## src/rtl/pll_regbank_pkg.sv

```systemverilog
package pll_regbank_pkg;
  localparam int DW     = 8;
  localparam int NREGS  = 6;

  typedef enum logic [2:0] {
    RI_CTRL = 3'd0,
    RI_BW   = 3'd1,
    RI_MHI  = 3'd2,
    RI_MLO  = 3'd3,
    RI_VRS  = 3'd4,
    RI_RDS  = 3'd5
  } reg_idx_e;

  // control register bit positions
  localparam int CB_IE   = 7;
  localparam int CB_FLAG = 6;
  localparam int CB_ON   = 5;
  localparam int CB_BCS  = 4;
  // bandwidth register bit positions
  localparam int BB_AUTO = 7;
  localparam int BB_LOCK = 6;
  localparam int BB_ACQ  = 5;

  typedef struct packed {
    logic       ie;
    logic       flag;
    logic       on;
    logic       bcs;
    logic [1:0] pre;
    logic [1:0] vpr;
  } ctrl_t;
endpackage

```

## src/rtl/pll_addr_dec.sv

```systemverilog
module pll_addr_dec
  import pll_regbank_pkg::*;
#(
  parameter logic [DW-1:0] BASE_ADDR = 8'h36
) (
  input  logic [DW-1:0]    addr,
  output logic [NREGS-1:0] sel
);
  for (genvar i = 0; i < NREGS; i++) begin : g_sel
    localparam logic [DW-1:0] MATCH = BASE_ADDR + DW'(i);
    assign sel[i] = (addr == MATCH);
  end
endmodule

```

## src/rtl/pll_ctrl_regs.sv

```systemverilog
module pll_ctrl_regs
  import pll_regbank_pkg::*;
(
  input  logic          clk,
  input  logic          rst_n,
  input  logic          wr_ctrl,
  input  logic          wr_bw,
  input  logic          rd_ctrl,
  input  logic [DW-1:0] wdata,
  input  logic          lock_evt,
  input  logic          vrs_nz,
  output ctrl_t         ctrl,
  output logic          auto_mode,
  output logic          acq
);
  ctrl_t ctrl_q, ctrl_d;
  logic  auto_q, auto_d, acq_q, acq_d;

  always_comb begin
    auto_d = wr_bw ? wdata[BB_AUTO] : auto_q;
    acq_d  = (wr_bw && !auto_q) ? wdata[BB_ACQ] : acq_q;

    ctrl_d = ctrl_q;
    if (wr_ctrl) begin
      ctrl_d.pre = wdata[3:2];
      ctrl_d.vpr = wdata[1:0];
    end
    // enable: writable only in automatic mode, dropped when mode leaves
    ctrl_d.ie = auto_d & (wr_ctrl ? (wdata[CB_IE] & auto_q) : ctrl_q.ie);
    // flag: pulse sets (priority), control read clears, bus write never sets
    if (auto_q && lock_evt)  ctrl_d.flag = 1'b1;
    else if (rd_ctrl)        ctrl_d.flag = 1'b0;
    ctrl_d.flag = ctrl_d.flag & auto_d;
    // PLL on pinned while base clock selected
    ctrl_d.on  = ctrl_q.bcs ? 1'b1 : (wr_ctrl ? wdata[CB_ON] : ctrl_q.on);
    // base clock select needs PLL on and a non-zero range
    ctrl_d.bcs = ctrl_d.on & vrs_nz & (wr_ctrl ? wdata[CB_BCS] : ctrl_q.bcs);
  end

  always_ff @(posedge clk) begin
    if (!rst_n) begin
      ctrl_q <= '{ie: 1'b0, flag: 1'b0, on: 1'b1, bcs: 1'b0, pre: 2'b00, vpr: 2'b00};
      auto_q <= 1'b0;
      acq_q  <= 1'b0;
    end else begin
      ctrl_q <= ctrl_d;
      auto_q <= auto_d;
      acq_q  <= acq_d;
    end
  end

  assign ctrl      = ctrl_q;
  assign auto_mode = auto_q;
  assign acq       = acq_q;
endmodule

```

## src/rtl/pll_prog_regs.sv

```systemverilog
module pll_prog_regs #(
  parameter int MULT_W    = 12,
  parameter int VRS_W     = 8,
  parameter int RDS_W     = 4,
  parameter logic [MULT_W-1:0] MULT_RST = 12'h040,
  parameter logic [VRS_W-1:0]  VRS_RST  = 8'h40,
  parameter logic [RDS_W-1:0]  RDS_RST  = 4'h1,
  localparam int HI_W = MULT_W - 8
) (
  input  logic              clk,
  input  logic              rst_n,
  input  logic              locked,
  input  logic              wr_mhi,
  input  logic              wr_mlo,
  input  logic              wr_vrs,
  input  logic              wr_rds,
  input  logic [HI_W-1:0]   wd_hi,
  input  logic [7:0]        wd_byte,
  input  logic [RDS_W-1:0]  wd_rds,
  output logic [MULT_W-1:0] mult,
  output logic [VRS_W-1:0]  vrs,
  output logic [RDS_W-1:0]  rds
);
  logic [MULT_W-1:0] mult_q;
  logic [VRS_W-1:0]  vrs_q;
  logic [RDS_W-1:0]  rds_q;

  always_ff @(posedge clk) begin
    if (!rst_n) begin
      mult_q <= MULT_RST;
      vrs_q  <= VRS_RST;
      rds_q  <= RDS_RST;
    end else if (!locked) begin
      if (wr_mhi) mult_q[MULT_W-1:8] <= wd_hi;
      if (wr_mlo) mult_q[7:0]        <= wd_byte;
      if (wr_vrs) vrs_q              <= wd_byte[VRS_W-1:0];
      if (wr_rds) rds_q              <= wd_rds;
    end
  end

  assign mult = mult_q;
  assign vrs  = vrs_q;
  assign rds  = rds_q;
endmodule

```

## src/rtl/pll_read_mux.sv

```systemverilog
module pll_read_mux
  import pll_regbank_pkg::*;
#(
  parameter int MULT_W = 12,
  parameter int VRS_W  = 8,
  parameter int RDS_W  = 4
) (
  input  logic [NREGS-1:0]  sel,
  input  logic              re,
  input  ctrl_t             ctrl,
  input  logic              auto_mode,
  input  logic              acq,
  input  logic              lock_in,
  input  logic [MULT_W-1:0] mult,
  input  logic [VRS_W-1:0]  vrs,
  input  logic [RDS_W-1:0]  rds,
  output logic [DW-1:0]     rdata
);
  logic [DW-1:0] img [NREGS];

  always_comb begin
    img[RI_CTRL] = ctrl;
    img[RI_BW]   = {auto_mode, lock_in & auto_mode, acq, 5'b0};
    img[RI_MHI]  = DW'(mult[MULT_W-1:8]);
    img[RI_MLO]  = mult[7:0];
    img[RI_VRS]  = DW'(vrs);
    img[RI_RDS]  = DW'(rds);
  end

  always_comb begin
    rdata = '0;
    for (int i = 0; i < NREGS; i++)
      if (re && sel[i]) rdata = rdata | img[i];
  end
endmodule

```

## src/rtl/pll_regbank.sv

```systemverilog
module pll_regbank
  import pll_regbank_pkg::*;
#(
  parameter logic [7:0] BASE_ADDR = 8'h36,
  parameter int MULT_W = 12,
  parameter int VRS_W  = 8,
  parameter int RDS_W  = 4
) (
  input  logic              clk,
  input  logic              rst_n,
  input  logic [7:0]        bus_addr,
  input  logic [7:0]        bus_wdata,
  input  logic              bus_we,
  input  logic              bus_re,
  output logic [7:0]        bus_rdata,
  input  logic              lock_in,
  input  logic              lock_evt,
  output logic              irq,
  output logic              auto_mode,
  output logic              acq_mode,
  output logic              pll_on,
  output logic              clk_sel,
  output logic [1:0]        presc,
  output logic [1:0]        vco_pwr,
  output logic [MULT_W-1:0] mult,
  output logic [VRS_W-1:0]  vco_range,
  output logic [RDS_W-1:0]  ref_div
);
  localparam int HI_W = MULT_W - 8;

  logic [NREGS-1:0] sel, wr;
  ctrl_t            ctrl;
  logic             ie_w, flag_w;

  pll_addr_dec #(.BASE_ADDR(BASE_ADDR)) u_dec (.addr(bus_addr), .sel(sel));
  assign wr = sel & {NREGS{bus_we}};

  pll_ctrl_regs u_ctrl (
    .clk(clk), .rst_n(rst_n),
    .wr_ctrl(wr[RI_CTRL]), .wr_bw(wr[RI_BW]),
    .rd_ctrl(bus_re && sel[RI_CTRL]),
    .wdata(bus_wdata), .lock_evt(lock_evt),
    .vrs_nz(|vco_range),
    .ctrl(ctrl), .auto_mode(auto_mode), .acq(acq_mode)
  );

  pll_prog_regs #(.MULT_W(MULT_W), .VRS_W(VRS_W), .RDS_W(RDS_W)) u_prog (
    .clk(clk), .rst_n(rst_n), .locked(pll_on),
    .wr_mhi(wr[RI_MHI]), .wr_mlo(wr[RI_MLO]),
    .wr_vrs(wr[RI_VRS]), .wr_rds(wr[RI_RDS]),
    .wd_hi(bus_wdata[HI_W-1:0]), .wd_byte(bus_wdata),
    .wd_rds(bus_wdata[RDS_W-1:0]),
    .mult(mult), .vrs(vco_range), .rds(ref_div)
  );

  pll_read_mux #(.MULT_W(MULT_W), .VRS_W(VRS_W), .RDS_W(RDS_W)) u_rmux (
    .sel(sel), .re(bus_re), .ctrl(ctrl), .auto_mode(auto_mode),
    .acq(acq_mode), .lock_in(lock_in), .mult(mult), .vrs(vco_range),
    .rds(ref_div), .rdata(bus_rdata)
  );

  assign ie_w    = ctrl.ie;
  assign flag_w  = ctrl.flag;
  assign pll_on  = ctrl.on;
  assign clk_sel = ctrl.bcs;
  assign presc   = ctrl.pre;
  assign vco_pwr = ctrl.vpr;
  assign irq     = ie_w & flag_w;
endmodule

```

## config.mk

```make
export PLATFORM = sky130hd
export DESIGN_NAME = pll_regbank
export DESIGN_NICKNAME = d
export VERILOG_FILES = /design/src/rtl/pll_regbank_pkg.sv /design/src/rtl/pll_addr_dec.sv /design/src/rtl/pll_ctrl_regs.sv /design/src/rtl/pll_prog_regs.sv /design/src/rtl/pll_read_mux.sv /design/src/rtl/pll_regbank.sv
export SDC_FILE = /design/constraint.sdc
export NUM_CORES = 1
export LEC_CHECK = 0
export BUFFER_PORTS_ARGS = -buffer_cell sky130_fd_sc_hd__buf_2
export CAP_MARGIN = 10
export CELL_PAD_IN_SITES_DETAIL_PLACEMENT = 2
export CELL_PAD_IN_SITES_GLOBAL_PLACEMENT = 2
export CORE_ASPECT_RATIO = 1.25
export CORE_MARGIN = 1
export CORE_UTILIZATION = 29
export DETAILED_ROUTE_END_ITERATION = 8
export MAX_ROUTING_LAYER = met4
export PLACE_DENSITY_LB_ADDON = 0.12
export SLEW_MARGIN = 20
export SYNTH_ARGS = -nofsm -noshare
export SYNTH_HDL_FRONTEND = slang
export SYNTH_SLANG_ARGS = --single-unit
```

## constraint.sdc

```tcl
create_clock -name clk -period 1.6 [get_ports clk]
set_input_delay 0.08 -clock clk [delete_from_list [all_inputs] [get_ports clk]]
set_output_delay 0.08 -clock clk [all_outputs]
set_load 0.02 [all_outputs]
```

# Word level (Yosys, flattened, before mapping)

Index checks and enable logic that the tools add are counted.

Register bits: 34
Input port bits: 22
Output and inout bits: 41

Equal/unequal tests: 6
Multiplexer cells: 13
Bitwise gates (word level): 14
Reductions and logical operators: 14

Operators by type and width:

| kind                 | number |
|---|---|
| $eq A8 B6 Y1 const B | 6 |
| $mux W8              | 6 |
| $or A8 B8 Y8         | 3 |
| $or A8 B4 Y8         | 2 |
| $logic_and A1 B1 Y1  | 8 |
| $reduce_and A2 Y1    | 4 |
| $reduce_or A8 Y1     | 1 |
| $and A1 B1 Y1        | 7 |
| $mux W1              | 7 |
| $and A6 B6 Y6        | 1 |
| $logic_not A1 Y1     | 1 |
| $not A1 Y1           | 1 |

# Longest topological paths before layout

Gate-level depths: netlist (run 1).

Depth in word-level cells: 13
Mapped depth: 6
Depth with buffers taken out: 4

# By module

Synthesis (run 1) repeated with hierarchy kept, for this count alone.

Cell total of the unflattened synthesis: 186
Area, all modules: 1740.4 sq um

By module, submodules not included:

| module        | instances | cells an instance | area an instance (sq um) |
|---|---|---|---|
| pll_prog_regs | 1         | 101               | 959.7 |
| pll_ctrl_regs | 1         | 37                | 399.1 |
| pll_read_mux  | 1         | 26                | 217.7 |
| pll_addr_dec  | 1         | 11                | 97.6 |
| pll_regbank   | 1         | 11                | 66.3 |

# Worst setup path before layout (run 1)

OpenSTA, ideal clock, no wires.

Path kind: in2out
From: input port bus_addr[6]
To: output port bus_rdata[0]
Arrival time: 1.272 ns
Required time: 1.520 ns
Setup slack: 0.248 ns
Cell stages on the path: 4
Buffers on the path: 1
Cell sequence: and4bb_4 buf_6 nand3_1 o21ai_0

Longest elaborated chain between the ends: 13
Elaborated cells between the ends (all ways): 23
Classes of those cells: eq/ne (6); mux (6); bitwise (5); reduce/logical (6)

Ends and longest elaborated chain:

| what                | line               | source |
|---|---|---|
| from (decl)         | pll_regbank.sv:11  | `input logic [7:0] bus_addr,` |
| $eq A8 B6 Y1        | pll_addr_dec.sv:11 | `assign sel[i] = (addr == MATCH);` |
| $logic_and A1 B1 Y1 | pll_read_mux.sv:33 | `if (re && sel[i]) rdata = rdata \| img[i];` |
| $mux W8             | pll_read_mux.sv:33 |  |
| $or A8 B8 Y8        | pll_read_mux.sv:33 |  |
| $mux W8             | pll_read_mux.sv:33 |  |
| $or A8 B4 Y8        | pll_read_mux.sv:33 |  |
| $mux W8             | pll_read_mux.sv:33 |  |
| $or A8 B8 Y8        | pll_read_mux.sv:33 |  |
| $mux W8             | pll_read_mux.sv:33 |  |
| $or A8 B8 Y8        | pll_read_mux.sv:33 |  |
| $mux W8             | pll_read_mux.sv:33 |  |
| $or A8 B4 Y8        | pll_read_mux.sv:33 |  |
| $mux W8 (*)         | pll_read_mux.sv:33 |  |
| to (decl)           | pll_regbank.sv:15  | `output logic [7:0] bus_rdata,` |

Mark *: on every way between the ends. The rest lies on a longest branch, timed or not.

# Worst setup path in the final report (run 1)

From: register u_prog.rds_q[3], in the netlist u_prog.rds[3]
To: output port bus_rdata[3]

Longest elaborated chain between the ends: 2

Ends and longest elaborated chain:

| what                   | line                | source |
|---|---|---|
| from (decl)            | pll_prog_regs.sv:26 | `logic [RDS_W-1:0] rds_q;` |
| from (signal assigned) | pll_prog_regs.sv:37 | `if (wr_rds) rds_q <= wd_rds;` |
| $or A8 B4 Y8           | pll_read_mux.sv:33  |  |
| $mux W8                | pll_read_mux.sv:33  |  |

No other way between the ends.

==> results.rst, run 1 <==
.. list-table::
   :header-rows: 1

   * - Metric
     - Value
   * - Topmost layer with routed signal wires
     - met4
   * - Gate power share
     - 0.079
   * - # rows
     - 31
   * - YS warnings
     - 0
   * - Global-route wire length before repair
     - approximately 9500 um
   * - Initial cell density of the core
     - 0.305
   * - Antenna violations before repair
     - 0
   * - CP Cell Sequence
     - mux4_2 > a22o_1 > buf_2
   * - Post-synthesis share of cell area spent on and, or, nand and nor gates
     - 0.306
   * - M1 WL
     - 2710 um
   * - Cell area after placement
     - about 2100 sq um
   * - Post-CTS Hold Fix Bufs
     - 0
   * - Vias after detailed routing
     - about 1700
   * - Layout cells sized above 1
     - 0.386
   * - Clock root buffer
     - clkbuf_8
   * - Deepest level of the CTS H-tree
     - 2
   * - Minimum period implied by the final worst setup slack
     - roughly 1.5 ns
   * - Number of placed I/O pins
     - 63
   * - Worst setup path category
     - flop to output port
   * - Yosys top cell area share
     - 0.381
   * - Overall fraction of global-route tracks in use
     - 0.201
   * - Path category of the worst min-delay check
     - input pin to flop
   * - Power Dens Cells
     - 739 nW/um^2
   * - Routed wire length on met3
     - 219 um
   * - Leakage power of the design
     - between 0.001 and 0.0015 uW
   * - Combined area of all synthesized cells
     - around 1800 sq um
   * - Post-synthesis compound-gate area fraction
     - 0.173
   * - Sequential element share of the synthesized area
     - 0.381
   * - Crit path required time
     - 1.52 ns
   * - Endpoints failing hold
     - 0
   * - Area overhead of the layout relative to synthesis
     - 24.6%
   * - Via count of the first global-routing pass
     - 1799
   * - Post-synthesis share of cell area spent on xor and xnor gates
     - 0
   * - Total Nets Final
     - roughly 280
   * - Mapped Nets
     - 214
   * - Seq pwr share
     - 0.515
   * - Delay of the slowest critical-path stage
     - ~0.5 ns
   * - Clock tree from TritonCTS
     - done
   * - Synth cell types
     - 43
   * - Endpoint type of the worst setup path
     - output port
   * - Combinational family with the most area after synthesis
     - simple AND/OR/NAND/NOR gates
   * - Average cell area after synthesis
     - 9.29 sq um
   * - Maximum net fanout on the critical path
     - 3
   * - CTS Sinks
     - 34
   * - Inserted Diodes
     - 0
   * - Die extent in x
     - 72.2 um
   * - Drt first pass iters
     - 4
   * - Ranking of synthesized cells by area
     - dfxtp_1 (38%), nand3_1 (7.3%), nand4_4 (7.2%), o21ai_0 (6.5%), nand2_1 (5.0%)
   * - Count of final setup violators
     - 0
   * - Max-cap viol count
     - 0
   * - Met2 layer wire length in the routed design
     - 2920 um
   * - Final ANT Viol Nets
     - 0
   * - Number of instances resized during post-cts repair
     - 0
   * - Number of port buffers
     - 62
   * - Total clock buffers created by CTS
     - 5
   * - Total count of max-transition violations in the final report
     - 0
   * - Placer's final routability congestion estimate
     - about 0.8
   * - Synthesized instance count
     - about 190
   * - Headroom to the max-slew limit
     - 0.756
   * - Clock network fraction of design power
     - 0.406
   * - DIE HEIGHT
     - approximately 90 um
   * - Result of the run
     - complete, no violations
   * - CP Launch Type
     - flop
   * - Fmax
     - roughly 650 MHz
   * - Sw frac
     - 0.245
   * - Worst-Skew Late Latency
     - 0.28 ns
   * - Switching pwr
     - roughly 400 uW
   * - Largest clock skew in the final design
     - 0.00290 ns
   * - Maximum resistive drop on vdd
     - around 340 uV
   * - Final sum of negative setup slack
     - 0 ns
   * - Worst endpoint data arrival time
     - ~1.5 ns
   * - Share of the clock period used by the worst path after layout
     - 0.967
   * - Max stage delay cell, worst path
     - mux4_2
   * - Total detailed-routing wirelength
     - between 5000 and 6000 um
   * - Routed vias/inst
     - slightly above 5
   * - Unrepaired setup endpoints after global routing
     - false
   * - Worst slew pin tran
     - between 0.3 and 0.4 ns
   * - Fill cell instance count of the final layout
     - 689
   * - Portion of netlist area occupied by mux cells
     - 0.0603
   * - Area of the die
     - ~6500 sq um
   * - Average wire per standard cell
     - around 18 um
   * - Post-route standard cell area excluding fillers
     - 2220 sq um
   * - Maximum number of pins on one net before global-route repair
     - 19
   * - Post-CTS clock slew at the launch and capture registers of the worst setup and hold paths
     - 0.07 ns
   * - Post-synthesis cell type with the largest combined area
     - dfxtp_1
   * - Synthesized-area fraction occupied by adder cells
     - 0
   * - DPL Wire Length
     - ~4600 um
   * - Bufs on Longest Clock Path
     - 2
   * - Core area
     - between 5000 and 6000 sq um
   * - Design internal power
     - ~1200 uW
   * - DRC violation count after routing
     - 0
   * - Synthesis-stage register bit count
     - 34
   * - Buffer count from post-CTS setup fixing
     - 0
   * - Number of DRC markers after the initial detailed-route iteration
     - 63
   * - Overflow after GRT
     - 0
==> state kept, by name (all words and copies together) (netlist names) <==
name              count
u_ctrl.acq            1
u_ctrl.auto_mode      1
u_prog.vrs            8
u_prog.mult          12
u_prog.rds            4
u_ctrl.ctrl           8
==> layout make-up <==
class / instances / area (sq um) / share of cell area
clock inverter: 1 / 5.00 / 0.00225
timing repair buffer: 70 / 370 / 0.167
inverter: 4 / 15.0 / 0.00675
tap: 82 / 103 / 0.0461
sequential: 34 / 681 / 0.306
clock buffer: 7 / 86.3 / 0.0388
multi-input combinational: 138 / 963 / 0.433
==> cells in the mapped netlist (all sizes together) <==
master	n
a22o	1
nor2b	1
nand2	25
mux4	1
dfxtp	34
nand3	26
mux2	1
nor2	5
a211o	1
a21oi	4
and2b	4
o211ai	2
nor3	1
mux2i	7
and3b	1
o21ai	24
o31ai	1
a221o	3
and3	3
a21boi	4
inv	4
and4bb	1
nand4	8
nand4b	1
a22oi	4
and4	1
nor4	2
buf	16
o2bb2ai	3
and2	3
==> layer usage <==
layer | vias to the layer above | track usage
li1 | 820 | -
met1 | 844 | 0.239
met2 | 49 | 0.350
met3 | 4 | 0.0290
met4 | 0 | 0.0660
met5 | - | -
==> per-stage QoR <==
| step | worst slack [ns] | cells | util | power (uW) | hold slack [ns] |
|---|---|---|---|---|---|
| after floorplan | 0.248 | 192 | - | 944 | 0.205 |
| after global placement | 0.154 | 328 | 0.364 | 995 | 0.320 |
| after detailed placement | 0.129 | 328 | 0.364 | 997 | 0.328 |
| after CTS | 0.0355 | 336 | 0.380 | 1660 | 0.0347 |
| after global routing | 0.0104 | 336 | 0.380 | 1710 | 0.0509 |
| final | 0.0523 | 336 | 0.380 | 1640 | 0.0426 |
==> power groups by stage <==
| stage | registers, uW | clock network, uW | logic, uW |
|---|---|---|---|
| global placement | 866 | 0 | 129 |
| floorplan | 866 | 0 | 77.9 |
| detailed placement | 866 | 0 | 131 |
| global route | 846 | 720 | 140 |
| finish | 846 | 666 | 130 |
| CTS | 846 | 684 | 132 |
==> critical path: cells and delay by family, from the launching register on <==
family	cells	cell delay (ns)
AO/OA/AOI/OAI	1	0.21
flip-flops	1	0.33
multiplexers	1	0.49
buffers and inverters	1	0.16
==> cell families after synthesis <==
| group | Yosys count |
|---|---|
| mux | 9 |
| buf+inv | 20 |
| simple gates | 82 |
| flops | 34 |
| compound gates | 47 |
==> placed cells by master (no fill, tap or decap), types with 2 or more instances in the layout <==
| cell type | instances |
|---|---|
| o2bb2ai_1 | 3 |
| nand4_1 | 2 |
| and2b_2 | 2 |
| nand4_4 | 6 |
| o21ai_0 | 23 |
| dfxtp_1 | 34 |
| mux2i_1 | 7 |
| a221o_1 | 3 |
| a21oi_1 | 2 |
| nor4_1 | 2 |
| and3_4 | 2 |
| nor2_1 | 4 |
| nand3_1 | 26 |
| nand2_1 | 24 |
| a21boi_1 | 4 |
| clkbuf_8 | 6 |
| buf_4 | 8 |
| and2_4 | 2 |
| inv_1 | 4 |
| buf_2 | 62 |
| a22oi_1 | 4 |
| a21oi_2 | 2 |
==> final timing paths <==
check	depth (start not counted)	from	end	slack, ns
max	3	u_prog.rds[3]	bus_rdata[3]	0.05
min	3	bus_wdata[6]	u_prog.mult[6]	0.04
max reg2reg	4	u_ctrl.ctrl[5]	u_prog.mult[6]	0.27
min reg2reg	2	u_ctrl.ctrl[0]	u_ctrl.ctrl[0]	0.48
(Power assumes the default switching activity.)
==> run 2: changes to the inputs <==
ABC_AREA = 1   (was unset)
CORE_UTILIZATION = 26   (was 29)
==> results.rst, run 2 <==
.. list-table::
   :header-rows: 1

   * - Metric
     - Value
   * - Deepest level of the CTS H-tree
     - 2 (unchanged)
   * - Total Nets Final
     - 368 (+34%)
   * - Share of the clock period used by the worst path after layout
     - 0.841 (-0.126)
   * - Reg2reg setup slack
     - 0.30 ns (+0.03 ns)
   * - Bufs on Longest Clock Path
     - 2 (unchanged)
   * - Async SR Flop Fraction
     - 0 (unchanged)
   * - Crit path required time
     - 1.52 ns (about the same)
   * - Post-CTS Hold Fix Bufs
     - 0 (unchanged)
   * - Average cell area after synthesis
     - 6.86 sq um (-26%)
   * - Endpoints failing hold
     - 0 (unchanged)
   * - Total clock buffers created by CTS
     - 5 (unchanged)
   * - Synth cell types
     - 26 (-40%)
   * - Library cell with the highest instance count after synthesis
     - nand2_1
   * - Number of flip-flops under the largest register name
     - 12 (unchanged)
   * - Antenna violations before repair
     - 0 (unchanged)
   * - Layout cells sized above 1
     - 0.305 (-0.0804)
   * - Utilization after layout
     - 0.342 (-0.0374)
   * - DRC violation count after routing
     - 0 (unchanged)
   * - Yosys top cell area share
     - 0.351 (-0.0310)
   * - Predominant post-synthesis flop cell
     - dfxtp_1
   * - Total count of max-transition violations in the final report
     - 0 (unchanged)
   * - Maximum net fanout on the critical path
     - 6 (+3)
   * - Clock root buffer
     - clkbuf_8
   * - Clock tree from TritonCTS
     - done
   * - Most frequent cells after synthesis
     - nand2_1 (51), inv_1 (45), dfxtp_1 (34), nor2_1 (33), a21oi_1 (24)
   * - Area overhead of the layout relative to synthesis
     - 25.2%
   * - Worst slew pin tran
     - 0.352 ns (-0.0136 ns)
   * - Synthesized instance count
     - 283 (+47%)
   * - Leakage power of the design
     - 0.00118 uW (+18%)
   * - DIE HEIGHT
     - 98.6 um (+10%)
   * - Largest clock skew in the final design
     - 0.00304 ns (+0.000134 ns)
   * - Initial cell density of the core
     - 0.273 (-0.0313)
   * - Final sum of negative setup slack
     - 0 ns (unchanged)
   * - Global-route wire length before repair
     - 11200 um (+18%)
   * - YS warnings
     - 0 (unchanged)
   * - Number of placed I/O pins
     - 63 (unchanged)
   * - Core area
     - 7100 sq um (+21%)
   * - Register Area
     - 681 sq um (unchanged)
   * - Routed vias/inst
     - 4.74 (-7.2%)
   * - Mapped Nets
     - 305 (+43%)
   * - Placer's final routability congestion estimate
     - 0.762 (-4.6%)
   * - Count of final setup violators
     - 0 (unchanged)
   * - Buf+Inv Stages, Crit Path
     - 5 (+4)
   * - Number of DRC markers after the initial detailed-route iteration
     - 53 (-16%)
   * - Worst setup path category
     - input pin to output port
   * - DPL Wire Length
     - 5400 um (+17%)
   * - Unrepaired setup endpoints after global routing
     - false
   * - Ranking of synthesized cells by area
     - dfxtp_1 (35%), nand2_1 (9.9%), inv_1 (8.7%), nor2_1 (6.4%), a21oi_1 (6.2%)
   * - Post-CTS clock slew at the launch and capture registers of the worst setup and hold paths
     - 0.07 ns (about the same)
   * - Buffer count from post-CTS setup fixing
     - 0 (unchanged)
   * - Via count of the first global-routing pass
     - 2178 (+21%)
   * - Number of instances resized during post-cts repair
     - 0 (unchanged)
   * - Maximum resistive drop on vdd
     - 290 uV (-14%)
   * - Minimum period implied by the final worst setup slack
     - 1.35 ns (-0.202 ns)
   * - Max stage delay cell, worst path
     - nor2_4
   * - Combined area of the multi-input logic cells
     - 966 sq um (+0.26%)
   * - Die extent in x
     - 79.3 um (+9.9%)
   * - Maximum number of pins on one net before global-route repair
     - 17 (-2)
   * - Number of port buffers
     - 62 (unchanged)
   * - Result of the run
     - complete, no violations
   * - Delay of the slowest critical-path stage
     - 0.22 ns (-0.27 ns)
   * - Combined area of all synthesized cells
     - 1940 sq um (+8.8%)
   * - Library cell appearing most often on the critical path
     - nand2_1
   * - Worst endpoint data arrival time
     - 1.27 ns (-0.20 ns)
   * - Category of cells accounting for the largest share of critical-path delay
     - simple AND/OR/NAND/NOR gates
   * - Vias after detailed routing
     - 2073 (+21%)
   * - Worst-Skew Late Latency
     - 0.29 ns (about the same)
   * - Max-cap viol count
     - 0 (unchanged)
   * - Fill cell instance count of the final layout
     - 884 (+28%)
   * - Commonest cells after routing, fill and taps aside
     - buf_2 (62), nand2_1 (51), inv_1 (45), dfxtp_1 (34), nor2_1 (33)
   * - CP Launch Type
     - input pin
   * - Headroom to the max-slew limit
     - 0.765 (+0.00933)
   * - Number of flops mapped to enable cells by yosys
     - 0 (unchanged)
   * - Drt first pass iters
     - 4 (unchanged)
   * - Path category of the worst min-delay check
     - input pin to flop
   * - Fmax
     - 743 MHz (+15%)
   * - Commonest non-fill, non-tap cell in the layout
     - buf_2
   * - # rows
     - 34 (+9.7%)
   * - Total detailed-routing wirelength
     - 6750 um (+14%)
   * - Power Dens Cells
     - 728 nW/um^2 (-1.4%)
   * - Post-synthesis cell type with the largest combined area
     - dfxtp_1
   * - Sequential element share of the synthesized area
     - 0.351 (-0.0310)
   * - Area of the die
     - 7820 sq um (+21%)
   * - Overall fraction of global-route tracks in use
     - 0.196 (-0.00537)
   * - CP Cell Sequence
     - buf_2 > inv_2 > nand2_2 > nor2_4 > nand3_1 > inv_1 > nand2_1 > nand2_1 > inv_1 > nand2_1 > buf_2
   * - Synthesis-stage register bit count
     - 34 (unchanged)
   * - Endpoint type of the worst setup path
     - output port
   * - Average wire per standard cell
     - 15.4 um (-12%)
   * - Overflow after GRT
     - 0 (unchanged)
   * - Inserted Diodes
     - 0 (unchanged)
   * - Final ANT Viol Nets
     - 0 (unchanged)
   * - CTS Sinks
     - 34 (unchanged)
[run 2: cell types whose count changed after synthesis, moves of 6 or more]
cell,previous run,this run
nand3_1,26,16
inv_2,0,6
nand4_1,2,16
nand4_4,6,0
o21ai_0,23,15
inv_1,4,45
mux2i_1,7,0
nand2_1,24,51
a21oi_1,2,24
nor2_1,4,33
[run 2: cell type report]
| type | instances | share of cell area |
|---|---|---|
| multi-input combinational | 184 | 0.397 |
| sequential | 34 | 0.280 |
| timing repair buffer | 70 | 0.152 |
| inverter | 51 | 0.0787 |
| tap | 90 | 0.0463 |
| clock buffer | 8 | 0.0453 |
[run 2: cell families (layout without fill, tap and decap cells)]
kind of cell / after synthesis / after routing / synth area share
compound gates: 52 / 52 / 0.152
simple gates: 132 / 132 / 0.345
buf+inv: 65 / 129 / 0.152
flops: 34 / 34 / 0.351
[run 2: final timing paths]
kind,start,to,cells after the start
hold / removal,bus_wdata[6],u_prog.vrs[6],3
hold reg to reg,u_ctrl.ctrl[3],u_ctrl.ctrl[3],2
setup / recovery,bus_addr[3],bus_rdata[7],11
setup reg to reg,u_ctrl.ctrl[5],u_prog.mult[2],4
[run 2: through the flow]
step	worst slack, ns	std cells	hold slack [ns]	total power (uW)	area (sq um)
6_report	0.255	437	0.106	1770	2430
5_1_grt	0.0865	437	0.110	1870	2430
4_1_cts	0.216	437	0.101	1800	2430
3_5_place_dp	0.204	429	0.399	1010	2320
3_3_place_gp	0.200	429	0.387	1010	2320
2_1_floorplan	0.447	283	0.213	940	1940
[run 2: worst min-delay path: cells and delay by family]
family / cells / cell delay [ns]
buf+inv: 2 / 0.13
compound gates: 1 / 0.15
[run 2: power by group]
part           leakage [uW]  switching (uW)  total, uW  internal (uW)
combinational      0.000851            99.6        146           46.7
clock             0.0000575             342        777            435
sequential         0.000274           0.530        846            846
total               0.00118             442       1770           1330
[run 2: layer usage]
metal	global-route usage	vias to the layer above	wire length (um)
met5	-	-	0
met4	0.0559	0	62
met3	0.0306	6	186
met2	0.345	44	3570
met1	0.226	1002	2930
li1	-	1021	-
==> run 3: changes to the inputs <==
ABC_AREA = 0   (was 1)
CORE_UTILIZATION = 29   (was 26)
clock period = 1.3 ns   (was 1.6 ns; I/O delays follow)
==> results.rst, run 3 (same netlist as run 1, synthesis figures left out) <==
.. list-table::
   :header-rows: 1

   * - Metric
     - Value
   * - Total Nets Final
     - 307 (-17%)
   * - Fmax
     - roughly 650 MHz
   * - Placer's final routability congestion estimate
     - 0.761 (-0.20%)
   * - Overflow after GRT
     - 0 (unchanged)
   * - # rows
     - 31 (-8.8%)
   * - Layout cells sized above 1
     - 0.540 (+0.235)
   * - Endpoint type of the worst setup path
     - output port
   * - Worst-case setup slack after placement
     - -0.0688 ns (-0.273 ns)
   * - Number of flip-flops under the largest register name
     - 12 (unchanged)
   * - Maximum resistive drop on vdd
     - 415 uV (+43%)
   * - Global-route wire length before repair
     - 10400 um (-7.2%)
   * - Antenna violations before repair
     - 0 (unchanged)
   * - Commonest non-fill, non-tap cell in the layout
     - buf_2
   * - Clock root buffer
     - clkbuf_8
   * - Maximum number of pins on one net before global-route repair
     - 26 (+9)
   * - Die extent in x
     - 72.2 um (-9.0%)
   * - Number of DRC markers after the initial detailed-route iteration
     - 68 (+28%)
   * - Crit path required time
     - 1.24 ns (-0.28 ns)
   * - Average wire per standard cell
     - 19.1 um (+24%)
   * - Result of the run
     - finished, violations left
   * - Clock tree from TritonCTS
     - done
   * - DRC violation count after routing
     - 0 (unchanged)
   * - Violations in the final reports
     - negative hold slack, negative setup slack
   * - Bufs on Longest Clock Path
     - 2 (unchanged)
   * - Share of the clock period used by the worst path after layout
     - 1.18
   * - Routed vias/inst
     - 5.16 (+8.7%)
   * - Area overhead of the layout relative to synthesis
     - 49.1%
   * - Number of placed I/O pins
     - 63 (unchanged)
   * - Worst-Skew Late Latency
     - 0.29 ns (about the same)
   * - Count of final setup violators
     - 4 (+4)
   * - Largest clock skew in the final design
     - 0.00688 ns (+0.00384 ns)
   * - Post-CTS clock slew at the launch and capture registers of the worst setup and hold paths
     - 0.07 ns (about the same)
   * - Total count of max-transition violations in the final report
     - 0 (unchanged)
   * - Minimum period implied by the final worst setup slack
     - roughly 1.5 ns
   * - Worst setup path category
     - flop to output port
   * - Deepest level of the CTS H-tree
     - 2 (unchanged)
   * - Worst endpoint data arrival time
     - 1.47 ns (+0.20 ns)
   * - Maximum net fanout on the critical path
     - 2 (-4)
   * - Headroom to the max-slew limit
     - 0.798 (+0.0325)
   * - Buf+Inv Stages, Crit Path
     - 1 (-4)
   * - DIE HEIGHT
     - 89.7 um (-9.0%)
   * - Power Dens Cells
     - 756 nW/um^2 (+3.8%)
   * - Max stage delay cell, worst path
     - mux4_2
   * - CTS Sinks
     - 34 (unchanged)
   * - Path category of the worst min-delay check
     - input pin to flop
   * - Worst slew pin tran
     - 0.304 ns (-0.0484 ns)
   * - Delay of the slowest critical-path stage
     - 0.49 ns (+0.27 ns)
   * - CP Cell Sequence
     - mux4_2 > a22o_1 > buf_6
   * - Drt first pass iters
     - 4 (unchanged)
   * - Final ANT Viol Nets
     - 0 (unchanged)
   * - Commonest cells after routing, fill and taps aside
     - buf_2 (53), buf_4 (34), nand3_1 (24), nand2_1 (23), dfxtp_1 (19)
   * - Area of the die
     - 6470 sq um (-17%)
   * - Utilization after layout
     - 0.454 (+0.112)
   * - Crit path setup slack, layout
     - -0.236 ns (-0.490 ns)
   * - Endpoints failing hold
     - 1 (+1)
   * - Fill cell instance count of the final layout
     - 645 (-27%)
   * - Number of port buffers
     - 62 (unchanged)
   * - Worst Hold Slack
     - -0.00478 ns (-0.110 ns)
   * - Max-cap viol count
     - 0 (unchanged)
   * - Post-CTS Hold Fix Bufs
     - 0 (unchanged)
   * - Via count of the first global-routing pass
     - 1947 (-11%)
   * - Total detailed-routing wirelength
     - 7010 um (+3.9%)
   * - Total clock buffers created by CTS
     - 5 (unchanged)
   * - Inserted Diodes
     - 0 (unchanged)
   * - CP Launch Type
     - flop
   * - Final sum of negative setup slack
     - -0.430 ns (-0.430 ns)
   * - Vias after detailed routing
     - 1893 (-8.7%)
   * - DPL Wire Length
     - 4840 um (-10%)
   * - Category of cells accounting for the largest share of critical-path delay
     - multiplexers
   * - Leakage power of the design
     - 0.00120 uW (+1.2%)
   * - Core area
     - 5860 sq um (-18%)
   * - Overall fraction of global-route tracks in use
     - 0.225 (+0.0289)
   * - Initial cell density of the core
     - 0.305 (+0.0313)
   * - Unrepaired setup endpoints after global routing
     - true
[run 3: worst register-to-register path, delay by kind of cell (launching register included)]
family / cells / cell delay, ns
AND/OR/NAND/NOR: 3 / 0.53
flip-flops: 1 / 0.33
multiplexers: 1 / 0.19
buffers and inverters: 1 / 0.12
[run 3: area by class of cell]
class                           count  area [sq um]  area share
Inverter                            4          15.0     0.00564
Timing Repair Buffer              100           702       0.264
Sequential cell                    34           707       0.266
Clock buffer                        7          76.3      0.0287
Multi-Input combinational cell    140          1060       0.397
Tap cell                           82           103      0.0386
[run 3: stage by stage]
step | instance area [sq um] | hold WS [ns] | power (uW) | std cells
after CTS | 2480 | 0.0000343 | 2010 | 355
after floorplan | 1780 | 0.190 | 1160 | 192
after global routing | 2660 | 0.0190 | 2080 | 367
after detailed placement | 2240 | 0.301 | 1250 | 337
final | 2660 | -0.00478 | 2010 | 367
after global placement | 2240 | 0.294 | 1250 | 337
[run 3: path summary, 6_finish.rpt]
path                                      from        endpoint  slack (ns)  cells past startpoint
worst max-delay path             u_prog.rds[3]    bus_rdata[3]       -0.24                      3
worst min-delay path              bus_wdata[6]  u_prog.mult[6]      -0.005                      3
worst max register to register  u_ctrl.ctrl[5]   u_prog.rds[0]        0.02                      5
worst min register to register  u_ctrl.ctrl[0]  u_ctrl.ctrl[0]        0.48                      2
[run 3: what timing repair did]
item	CTS	global route
pin swaps	9	20
gates resized for setup	30	27
endpoints found under the hold margin	0	0
endpoints found under the setup margin	9	24
buffers inserted	11	10
gates cloned	0	2
[run 3: per-layer routing]
layer | vias up | global-route usage | wire length (um)
li1 | 893 | - | -
met5 | - | - | 0
met3 | 14 | 0.0435 | 342
met2 | 66 | 0.407 | 3620
met4 | 0 | 0.0784 | 157
met1 | 920 | 0.245 | 2890
[run 3: power breakdown]
| part | internal [uW] | total, uW | switching [uW] |
|---|---|---|---|
| Sequential | 1030 | 1030 | 0.314 |
| Combinational | 87.8 | 210 | 122 |
| Clock | 369 | 765 | 396 |
| Total | 1490 | 2010 | 518 |
